$ cat src/rtl/lbist_pkg.sv
package lbist_pkg;

    localparam int MAXW = 32;

    typedef enum logic [2:0] {
        ST_IDLE,
        ST_SEED,
        ST_RUN,
        ST_CMP,
        ST_DONE
    } lbist_state_e;

    typedef struct packed {
        logic load;   // seed generator, clear signature
        logic step;   // advance generator, capture response
        logic judge;  // latch comparison verdict
    } lbist_ctl_t;

    // Low tap mask of x^n * P(1/x) given the low tap mask of P(x) (x^n implied).
    function automatic logic [MAXW-1:0] mirror_taps(input logic [MAXW-1:0] taps, input int n);
        logic [MAXW-1:0] r;
        r    = '0;
        r[0] = 1'b1;
        for (int i = 1; i < MAXW; i++) begin
            if (i < n) r[i] = taps[n-i];
        end
        return r;
    endfunction

endpackage

$ cat src/rtl/lbist_tpg.sv
module lbist_tpg
    import lbist_pkg::*;
#(
    parameter int             W        = 4,
    parameter logic [W-1:0]   TAPS     = 4'b0011,
    parameter bit             INTERNAL = 1'b0,
    parameter bit             RECIP    = 1'b0,
    parameter logic [W-1:0]   SEED     = 4'b0001
) (
    input  logic         clk,
    input  logic         rst,
    input  lbist_ctl_t   ctl,
    output logic [W-1:0] q
);

    localparam logic [MAXW-1:0] MIR   = mirror_taps({{(MAXW-W){1'b0}}, TAPS}, W);
    localparam logic [W-1:0]    EFF   = RECIP ? MIR[W-1:0] : TAPS;
    localparam logic [W-1:0]    START = (SEED == '0) ? {{(W-1){1'b0}}, 1'b1} : SEED;

    logic [W-1:0] nxt;

    generate
        if (INTERNAL) begin : g_internal
            always_comb begin
                nxt = {q[W-2:0], 1'b0} ^ (q[W-1] ? EFF : '0);
            end
        end else begin : g_external
            logic fb;
            always_comb begin
                fb = 1'b0;
                for (int i = 0; i < W; i++) begin
                    fb = fb ^ (EFF[i] & q[W-1-i]);
                end
                nxt = {q[W-2:0], fb};
            end
        end
    endgenerate

    always_ff @(posedge clk) begin
        if (rst || ctl.load) q <= START;
        else if (ctl.step)   q <= nxt;
    end

endmodule

$ cat src/rtl/lbist_misr.sv
module lbist_misr
    import lbist_pkg::*;
#(
    parameter int           W    = 4,
    parameter logic [W-1:0] TAPS = 4'b0011
) (
    input  logic         clk,
    input  logic         rst,
    input  lbist_ctl_t   ctl,
    input  logic [W-1:0] resp,
    output logic [W-1:0] sig
);

    logic [W-1:0] nxt;

    always_comb begin
        nxt = {sig[W-2:0], 1'b0} ^ (sig[W-1] ? TAPS : '0) ^ resp;
    end

    always_ff @(posedge clk) begin
        if (rst || ctl.load) sig <= '0;
        else if (ctl.step)   sig <= nxt;
    end

endmodule

$ cat src/rtl/lbist_ctrl.sv
module lbist_ctrl
    import lbist_pkg::*;
#(
    parameter int PATTERNS = 15
) (
    input  logic         clk,
    input  logic         rst,
    input  logic         test_mode,
    input  logic         start,
    input  logic         sig_match,
    output lbist_state_e state,
    output lbist_ctl_t   ctl,
    output logic         done,
    output logic         pass
);

    localparam int            CW   = $clog2(PATTERNS + 1);
    localparam logic [CW-1:0] LAST = CW'(PATTERNS - 1);

    logic [CW-1:0] cnt;
    logic          verdict;

    always_ff @(posedge clk) begin
        if (rst) begin
            state   <= ST_IDLE;
            cnt     <= '0;
            verdict <= 1'b0;
        end else if (!test_mode) begin
            state   <= ST_IDLE;
            verdict <= 1'b0;
        end else begin
            case (state)
                ST_IDLE: if (start) state <= ST_SEED;
                ST_SEED: begin
                    cnt     <= '0;
                    verdict <= 1'b0;
                    state   <= ST_RUN;
                end
                ST_RUN: begin
                    cnt <= cnt + 1'b1;
                    if (cnt == LAST) state <= ST_CMP;
                end
                ST_CMP: begin
                    verdict <= sig_match;
                    state   <= ST_DONE;
                end
                ST_DONE: if (start) state <= ST_SEED;
                default: state <= ST_IDLE;
            endcase
        end
    end

    always_comb begin
        ctl.load  = test_mode && (state == ST_SEED);
        ctl.step  = test_mode && (state == ST_RUN);
        ctl.judge = test_mode && (state == ST_CMP);
        done      = (state == ST_DONE);
        pass      = done && verdict;
    end

endmodule

$ cat src/rtl/lbist_wrapper.sv
module lbist_wrapper
    import lbist_pkg::*;
#(
    parameter int               GEN_W       = 4,
    parameter int               RSP_W       = 4,
    parameter int               PATTERNS    = 15,
    parameter logic [GEN_W-1:0] GEN_TAPS    = 4'b0011,
    parameter logic [RSP_W-1:0] SIG_TAPS    = 4'b0011,
    parameter bit               FB_INTERNAL = 1'b0,
    parameter bit               USE_RECIP   = 1'b0,
    parameter logic [GEN_W-1:0] SEED        = 4'b0001,
    parameter logic [RSP_W-1:0] GOLDEN      = 4'b0000
) (
    input  logic             clk,
    input  logic             rst,
    input  logic             test_mode,
    input  logic             start,
    input  logic [GEN_W-1:0] sys_in,
    input  logic [RSP_W-1:0] cut_resp,
    output logic [GEN_W-1:0] cut_in,
    output logic             done,
    output logic             pass,
    output logic [RSP_W-1:0] signature
);

    lbist_state_e     state;
    lbist_ctl_t       ctl;
    logic [GEN_W-1:0] gen_q;
    logic             sig_match;

    assign sig_match = (signature == GOLDEN);

    lbist_ctrl #(.PATTERNS(PATTERNS)) u_ctrl (
        .clk(clk), .rst(rst), .test_mode(test_mode), .start(start),
        .sig_match(sig_match), .state(state), .ctl(ctl),
        .done(done), .pass(pass)
    );

    lbist_tpg #(
        .W(GEN_W), .TAPS(GEN_TAPS), .INTERNAL(FB_INTERNAL),
        .RECIP(USE_RECIP), .SEED(SEED)
    ) u_tpg (
        .clk(clk), .rst(rst), .ctl(ctl), .q(gen_q)
    );

    lbist_misr #(.W(RSP_W), .TAPS(SIG_TAPS)) u_misr (
        .clk(clk), .rst(rst), .ctl(ctl), .resp(cut_resp), .sig(signature)
    );

    // Input isolation: generator owns the circuit inputs in test mode.
    assign cut_in = test_mode ? gen_q : sys_in;

endmodule

$ cat config.mk
export PLATFORM = sky130hd
export DESIGN_NAME = lbist_wrapper
export DESIGN_NICKNAME = d
export VERILOG_FILES = /design/src/rtl/lbist_pkg.sv /design/src/rtl/lbist_tpg.sv /design/src/rtl/lbist_misr.sv /design/src/rtl/lbist_ctrl.sv /design/src/rtl/lbist_wrapper.sv
export SDC_FILE = /design/constraint.sdc
export NUM_CORES = 1
export LEC_CHECK = 0
export BUFFER_PORTS_ARGS = -buffer_cell sky130_fd_sc_hd__buf_2
export CAP_MARGIN = 40
export CORE_MARGIN = 1.5
export CORE_UTILIZATION = 40
export DETAILED_ROUTE_END_ITERATION = 16
export PLACE_DENSITY = 0.64
export SLEW_MARGIN = 20
export SYNTH_ARGS = -nofsm -noshare
export SYNTH_HDL_FRONTEND = slang
export SYNTH_HIERARCHICAL = 1
export SYNTH_SLANG_ARGS = --single-unit
export TNS_END_PERCENT = 10
$ cat constraint.sdc
create_clock -name clk -period 4.1 [get_ports clk]
set_input_delay 0.41 -clock clk [delete_from_list [all_inputs] [get_ports clk]]
set_output_delay 0.41 -clock clk [all_outputs]
set_load 0.02 [all_outputs]
==> flow_summary.yaml <==
routing:
  drt-total-wl_mm: 1.81
  first_iter_violations: 11
  wl_per_cell_um: 12.9
  vias_per_cell: 5.41
  drt_pass1_iterations: 4
  ant_nets: 0
  post-route-drc-count: 0
  vias: 763
clocking:
  cts_tree: "yes"
  htreeDepth: 1
  cts_buffers: 3
  cts_hold_buffers: 0
  cts-root-buf: "clkbuf_4"
  clkTransAtPathRegs_ps: 90
  clk_latency_ps: 280
  clockBufferDepth: 2
  postCtsSetupBuffers: 0
  cts_resized: 0
  cts_sinks: 16
grt:
  grt_pass1_vias: 720
  grt_pass1_wl_mm: 3.06
  grt_usage_pct: 15.3
  grt_max_degree: 17
  grt_antenna_before_repair: 0
  grt_overflow: 0
floorplanning:
  core_um2: 2020
  die_area_um2: 2520
  initial_utilization_pct: 44.1
  die_x_um: 50.2
  die_height_um: 50.2
  ios: 22
  rows: 16
worst_setup_path:
  r2r-start: "u_ctrl/state[0]"
  slowest_delay_ps: 500
  cp_cell_sequence: "nor3b_1 -> and2_1 -> buf_2"
  crit_family: "flip-flops"
  r2r_cells: 5
  crit_required_ps: 3690
  path_max_fanout: 10
  worst-r2r-setup-slack_ps: 2380
  critPathSlowestCell: "dfxtp_1"
  critPathKind: "reg -> out"
  critPathBufInv: 1
  endpoint_kind: "primary output"
  cp.arrival_ps: 1420
  r2r-end: "u_tpg/q[0]"
  startpoint_type: "flop"
hold_path:
  hp-class: "in -> reg"
  worstHoldStart: "cut_resp[2]"
  min_path_cells: 3
  min_to: "u_misr/sig[2]"
status:
  status: "finished clean"
final_layout:
  fin_nets: 129
  final_cells: 141
  fillerInstances: 196
  antenna_cells: 0
  final_layout_size_suffix_gt1_share_pct: 34.2
  fin_util_pct: 52.0
  syn_to_final_growth_pct: 18.0
pwr:
  leakage_uw: 0.000400
  ir_drop_mv: 0.151
  total_power_uw: 296
  p_per_area_nw_per_um2: 282
sta:
  finalClockSkew_ps: 2.61
  tns_ps: 0
  fmax_mhz: 546
  slew_headroom_pct: 67.7
  setup_violations: 0
  worst_pin_slew_ps: 481
  slew_viol_final: 0
  rsz0062_at_grt: "false"
  fin_crit_sh_pct: 44.7
  layout_min_cycle_time_ps: 1830
  hold_viol_final: 0
synth:
  synthesis.area_um2: 892
  syn-num-nets: 104
  syn-instance-count: 90
  postSynthAreaPerCell_um2: 9.91
  yosysWarnings: 6
placed_design:
  place_inst: 137
  dp_hpwl_mm: 1.28
  gp_congestion: 0.777
  io_buffer_count: 21
job:
  maxCapViolCount: 0
[cells in the final DEF (no fill, tap or decap), drive strengths merged, types with 3 or more instances in the layout]
cell	n
a2111oi	3
a21oi	4
a31oi	3
and4bb	3
buf	23
clkbuf	4
dfxtp	16
inv	3
mux2	4
mux2i	4
nor2	5
nor3	7
o21ai	7
xnor2	5
[cell type report]
type | count | area [um2] | share of cell area [%]
multi-input cells | 68 | 533 | 50.7
well taps | 27 | 33.8 | 3.21
clock buffers | 4 | 36.3 | 3.45
inverters | 3 | 11.3 | 1.07
flip-flops and latches | 16 | 320 | 30.4
repair buffers | 23 | 118 | 11.2
[metal layers]
| layer | track usage (%) | wire length (um) | vias up |
|---|---|---|---|
| met5 | 0 | 0 | - |
| met4 | 5.56 | 0 | 0 |
| met3 | 1.79 | 109 | 0 |
| met2 | 24.6 | 845 | 27 |
| met1 | 20.9 | 859 | 351 |
| li1 | - | - | 385 |
[worst min-delay path: stages]
cell	delay, ps
buf_2	80
xnor2_1	100
a2111oi_0	80
[worst max path at each step]
| stage | from | end | slack [ps] | cells after the start |
|---|---|---|---|---|
| floorplan | u_ctrl/state[1] | pass | 2240 | 3 |
| finish | u_ctrl/state[2] | pass | 2270 | 3 |
| detailed placement | test_mode | u_misr/sig[0] | 2390 | 6 |
| global route | u_ctrl/state[2] | pass | 2100 | 3 |
| global placement | test_mode | u_tpg/q[0] | 2180 | 5 |
| CTS | u_ctrl/state[2] | pass | 2240 | 3 |
[per-stage QoR]
| stage | instance area (um2) | setup WS, ps | hold WS [ps] |
|---|---|---|---|
| CTS | 1050 | 2240 | 425 |
| floorplan | 892 | 2240 | 445 |
| detailed placement | 1020 | 2390 | 465 |
| global route | 1050 | 2100 | 444 |
| finish | 1050 | 2270 | 438 |
| global placement | 1010 | 2180 | 477 |
[sequential cells by signal, summed over array words and instances (netlist names)]
| register | cells |
|---|---|
| u_ctrl/cnt | 4 |
| u_ctrl/state | 3 |
| u_ctrl/verdict | 1 |
| u_misr/sig | 4 |
| u_tpg/q | 4 |
[power breakdown]
group | leakage (uW) | internal [uW] | switching [uW]
sequential | 0.000129 | 157 | 3.48
clock | 0.0000210 | 54.0 | 50.3
combinational | 0.000250 | 14.6 | 16.7
Power figures use the tool's default switching activity.
